$ cat src/rtl/rex_pkg.sv
package rex_pkg;

    localparam int unsigned WIN_DEPTH = 36;
    localparam int unsigned ST_BIG    = 32;
    localparam int unsigned ST_SMALL  = 8;

    typedef enum logic {
        TRELLIS_8  = 1'b0,
        TRELLIS_32 = 1'b1
    } trellis_e;

    typedef struct packed {
        logic     clear;
        logic     step;
        trellis_e size;
    } rex_ctl_t;

    // predecessor of a new state for a given decision and trellis size
    function automatic int unsigned pred_of(int unsigned ns, int unsigned sel, int unsigned n);
        return (sel != 0) ? ((ns >> 1) | (n >> 1)) : (ns >> 1);
    endfunction

endpackage

$ cat src/rtl/rex_exchange.sv
module rex_exchange
    import rex_pkg::*;
#(
    parameter int unsigned DEPTH = WIN_DEPTH,
    parameter int unsigned ROW   = 0
) (
    input  logic [DEPTH-2:0] pred0,
    input  logic [DEPTH-2:0] pred1,
    input  logic [DEPTH-1:0] self_row,
    input  logic             sel,
    input  logic             active,
    input  logic             step,
    output logic [DEPTH-1:0] row_next
);
    localparam logic FILL = 1'(ROW % 2);

    logic [DEPTH-2:0] pick;

    always_comb begin
        pick = sel ? pred1 : pred0;
        if (step && active) begin
            row_next = {pick, FILL};
        end else begin
            row_next = self_row;
        end
    end
endmodule

$ cat src/rtl/rex_vote.sv
module rex_vote
    import rex_pkg::*;
#(
    parameter int unsigned NS_LG = ST_BIG,
    parameter int unsigned NS_SM = ST_SMALL
) (
    input  logic [NS_LG-1:0] col,
    input  trellis_e         size,
    output logic             maj
);
    localparam int unsigned CW = $clog2(NS_LG + 1);

    logic [CW-1:0] cnt;
    logic [CW-1:0] thr;

    always_comb begin
        cnt = '0;
        for (int i = 0; i < int'(NS_LG); i++) begin
            if (i < int'(NS_SM) || size == TRELLIS_32) begin
                cnt = cnt + CW'(col[i]);
            end
        end
        thr = (size == TRELLIS_32) ? CW'(NS_LG / 2) : CW'(NS_SM / 2);
        maj = (cnt >= thr);
    end
endmodule

$ cat src/rtl/rex_window.sv
module rex_window
    import rex_pkg::*;
#(
    parameter int unsigned DEPTH = WIN_DEPTH,
    parameter int unsigned NS_LG = ST_BIG,
    parameter int unsigned NS_SM = ST_SMALL
) (
    input  logic             clk,
    input  logic             rst,
    input  logic             start,
    input  logic             valid,
    input  logic             mode_large,
    input  logic [NS_LG-1:0] dec,
    output logic             dout
);
    rex_ctl_t ctl;
    logic [NS_LG-1:0][DEPTH-1:0] rows_q;
    logic [NS_LG-1:0][DEPTH-1:0] base;
    logic [NS_LG-1:0][DEPTH-1:0] rows_d;
    logic [NS_LG-1:0]            oldest;

    assign ctl.clear = start;
    assign ctl.step  = valid;
    assign ctl.size  = trellis_e'(mode_large);

    assign base = ctl.clear ? '0 : rows_q;

    for (genvar g = 0; g < int'(NS_LG); g++) begin : g_row
        localparam int unsigned P0  = pred_of(g, 0, NS_LG);
        localparam int unsigned P1L = pred_of(g, 1, NS_LG);
        localparam int unsigned P1S = pred_of(g, 1, NS_SM);

        logic [DEPTH-2:0] p0;
        logic [DEPTH-2:0] p1;
        logic             act;

        assign p0 = base[P0][DEPTH-2:0];

        if (g < int'(NS_SM)) begin : g_shared
            assign p1  = (ctl.size == TRELLIS_32) ? base[P1L][DEPTH-2:0]
                                                  : base[P1S][DEPTH-2:0];
            assign act = 1'b1;
        end else begin : g_big
            assign p1  = base[P1L][DEPTH-2:0];
            assign act = (ctl.size == TRELLIS_32);
        end

        rex_exchange #(.DEPTH(DEPTH), .ROW(g)) u_x (
            .pred0    (p0),
            .pred1    (p1),
            .self_row (base[g]),
            .sel      (dec[g]),
            .active   (act),
            .step     (ctl.step),
            .row_next (rows_d[g])
        );

        assign oldest[g] = rows_q[g][DEPTH-1];
    end

    always_ff @(posedge clk) begin
        if (rst) begin
            rows_q <= '0;
        end else begin
            rows_q <= rows_d;
        end
    end

    rex_vote #(.NS_LG(NS_LG), .NS_SM(NS_SM)) u_vote (
        .col  (oldest),
        .size (ctl.size),
        .maj  (dout)
    );
endmodule

$ cat config.mk
export PLATFORM = sky130hd
export DESIGN_NAME = rex_window
export DESIGN_NICKNAME = d
export VERILOG_FILES = /design/src/rtl/rex_pkg.sv /design/src/rtl/rex_exchange.sv /design/src/rtl/rex_vote.sv /design/src/rtl/rex_window.sv
export SDC_FILE = /design/constraint.sdc
export NUM_CORES = 2
export LEC_CHECK = 0
export ABC_AREA = 0
export ABC_CLOCK_PERIOD_IN_PS = 21600
export BUFFER_PORTS_ARGS = -buffer_cell sky130_fd_sc_hd__clkbuf_2
export CORE_ASPECT_RATIO = 0.75
export CORE_MARGIN = 4
export CORE_UTILIZATION = 36
export CTS_CLUSTER_DIAMETER = 80
export CTS_CLUSTER_SIZE = 16
export DETAILED_ROUTE_END_ITERATION = 10
export HOLD_SLACK_MARGIN = 0.03
export PLACE_DENSITY_LB_ADDON = 0.12
export SETUP_SLACK_MARGIN = 0.4
export SLEW_MARGIN = 15
export SYNTH_ARGS = -nofsm -noshare
export SYNTH_HDL_FRONTEND = slang
export SYNTH_SLANG_ARGS = --single-unit
$ cat constraint.sdc
create_clock -name clk -period 21.6 [get_ports clk]
set_input_delay 2.16 -clock clk [delete_from_list [all_inputs] [get_ports clk]]
set_output_delay 2.16 -clock clk [all_outputs]
set_load 0.03 [all_outputs]
==> summary.txt <==
status -> finished, final reports clean
clk buf depth -> 3
FFs w/ async S/R, synth -> 0%
initial core utilization -> 36.47%
1st-iter DRT viols -> 3,599
RR Endpoint -> rows_q[263]$_SDFF_PP0_
Antenna Nets Post-Route -> 0
sequential fraction of the synthesis area -> 41.92%
largest net degree at the start of global routing -> 279
Worst-Margin Slew -> 1.278 ns
# DRC -> 0
htree depth -> 3
initial antenna violation count -> 6
die footprint -> 0.1592 mm2
fin crit period -> 18.00 ns
Worst setup EP type -> output pin
reg2reg start -> rows_q[262]$_SDFF_PP0_
Die Height -> 346.5 um
Fmax -> 55.56 MHz
Ports -> 38
endpoints failing setup -> 0
CP max stage delay -> 0.59 ns
CP required -> 19.44 ns
Die W -> 459.4 um
worst reg2reg setup slack -> 20.15 ns
Post-synth EDFFs -> 0
slowest CP cell -> fa_1
hold crit path type -> flip-flop to flip-flop
Rows -> 123
CP Launch Point -> oldest[0]$_SDFFE_PP0P_
Critical Path AT -> 15.84 ns
Avg Inst Size Synth -> 8.999 um2
Hold Crit Start -> rows_q[684]$_SDFF_PP0_
delay-heaviest family, CP -> adder cells
Total GRT Usage -> 21.93%
# clock sinks -> 1,152
post-synth net total -> 6,205
core region area -> 0.1508 mm2
Clock Latency Late Sink -> 0.70 ns
Worst-path clk slew -> 0.07 ns
hold path cells -> 2
Post-Syn Instances -> 6,113
total routed wirelength -> 179,800 um
Num CTS Buffers -> 82
Post-CTS Setup Bufs -> 0
layout cells sized above 1 -> 4.177%
Leakage -> 22.72 nW
WP buf/inv -> 6
total of max-cap violations -> 0
hpwl dp -> 115,700 um
Rel. slew slack -> 14.79%
VDD IR max -> 0.05817 mV
flop and latch count out of synthesis -> 1,152
GP Congestion -> 0.7747
post_cts resized -> 0
R2R depth -> 4
Top FF cell, synth -> dfxtp_1
Root Driver -> clkbuf_16
post-place setup slack -> 4.237 ns
fin util -> 38.80%
vias -> 42,580
post-synth cell types -> 68
Final Skew -> 0.02068 ns
Final #Nets -> 5,852
kind of critical path -> flip-flop to output pin
number of vias per cell -> 5.479
Setup TNS -> 0 ns
routed length per instance -> 23.13 um
cell area after layout -> 0.05852 mm2
area grow syn2layout -> 6.389%
vias in the first global route -> 39,270
crit-path most repeated cell -> nand2_1
CTS tree -> yes
first-pass GRT wire length -> 267,000 um
period utilization -> 83.33%
CP Launch Type -> flip-flop
Hold Path Sink -> rows_q[684]$_SDFF_PP0_
Pwr per Cell Area -> 71.86 mW/mm2
Slew Limit Fails -> 0
hold violation count in the final report -> 0
placed cell area -> 0.05630 mm2
Hold-fix buffers, CTS -> 0
final setup margin -> 3.601 ns
largest fanout on the critical path -> 6
post-layout power -> 4.205 mW
RSZ-0062 raised after global routing -> false
mapped cell area -> 0.05501 mm2
input/output buffers -> 37
Ys Warns -> 0
GR Overflow Total -> 0
DRT Pass-1 Iters -> 8
cell type report:
type                            count  area [um2]
Timing Repair Buffer              118       875.8
Antenna cell                        2       5.005
Sequential cell                  1152       23060
Tap cell                         2000        2502
Clock inverter                      3       25.02
Fill cell                       15270       92290
Clock buffer                       91        2192
Multi-Input combinational cell   4378       29760
Inverter                           28       105.1
flip-flops by register name, indices dropped and copies added, names as in the netlist:
register and count:
oldest 32, rows_q 1120
cells in the mapped netlist (all sizes together), types with 2 or more instances:
cell,number,area share (%)
a211oi,842,11
a21boi,4,0.061
a21o,22,0.30
a21oi,288,2.6
a22oi,8,0.11
a311oi,2,0.032
a31oi,5,0.057
a32oi,5,0.080
a41oi,4,0.098
and2,11,0.13
and2b,2,0.027
and3,22,0.25
and4,2,0.032
buf,63,0.48
clkbuf,492,3.4
dfxtp,1152,42
fa,4,0.15
ha,51,1.2
inv,28,0.19
mux2,2,0.041
mux2i,1224,22
nand2,181,1.2
nand2b,7,0.080
nand3,28,0.25
nand3b,13,0.18
nand4,10,0.11
nand4b,2,0.032
nor2,1381,9.4
nor2b,5,0.057
nor3,7,0.064
nor3b,5,0.077
nor4,2,0.023
o21a,3,0.043
o21ai,101,0.92
o22ai,10,0.11
or2,3,0.034
or3,2,0.023
or4,2,0.027
xnor2,63,1.1
xnor3,9,0.37
xor2,30,0.52
xor3,6,0.27
how the worst max path moves through the flow:
stage	endpoint	slack (ns)	cells past startpoint
after floorplan	dout	3.61	65
after global placement	dout	4.10	80
after detailed placement	dout	4.24	79
after CTS	dout	3.43	80
after global routing	dout	2.21	80
final	dout	3.60	80
layer usage:
metal	vias to the layer above	wire length [um]	track usage (%)
met3	136	9359	3.107
met2	876	68660	29.09
li1	21060	-	-
met4	2	2253	3.049
met5	-	18	0
met1	20510	99490	36.90
worst register-to-register path, cell delays in order (launching register included):
cell and delay (ns):
dfxtp_1 0.56, mux2i_1 0.16, a21oi_1 0.41, mux2i_1 0.14
nor2_1 0.11
per-stage QoR:
stage	hold WS (ns)	instances
CTS	0.4625	7770
global route	0.5010	7771
global placement	0.4415	7676
detailed placement	0.4448	7676
finish	0.4588	7772
floorplan	0.4248	6113
report_power, final:
| group | leakage, nW | internal [mW] | switching, mW |
|---|---|---|---|
| combinational | 12.3 | 0.157 | 0.318 |
| clock | 1.09 | 0.716 | 0.777 |
| sequential | 9.36 | 2.18 | 0.0551 |
placed cells by master (no fill, tap or decap), types with 33 or more instances in the layout:
cell	count
xnor2_1	57
a21oi_1	286
o21ai_0	99
nor2_1	1380
mux2i_1	1224
ha_1	51
nand2_1	180
dfxtp_1	1152
a211oi_1	841
buf_4	76
clkbuf_16	87
clkbuf_2	33
kinds of logic after synthesis:
family	after synthesis	share of synthesized area, %
and+or+nand+nor	1689	12.13
AOI/OAI and AO/OA	1300	16.04
muxes	1226	22.31
DFF	1152	41.92
buffers and inverters	583	4.024
xor gates and xnor gates	108	2.263
adders and majority gates	55	1.306
Power figures use the tool's default switching activity.
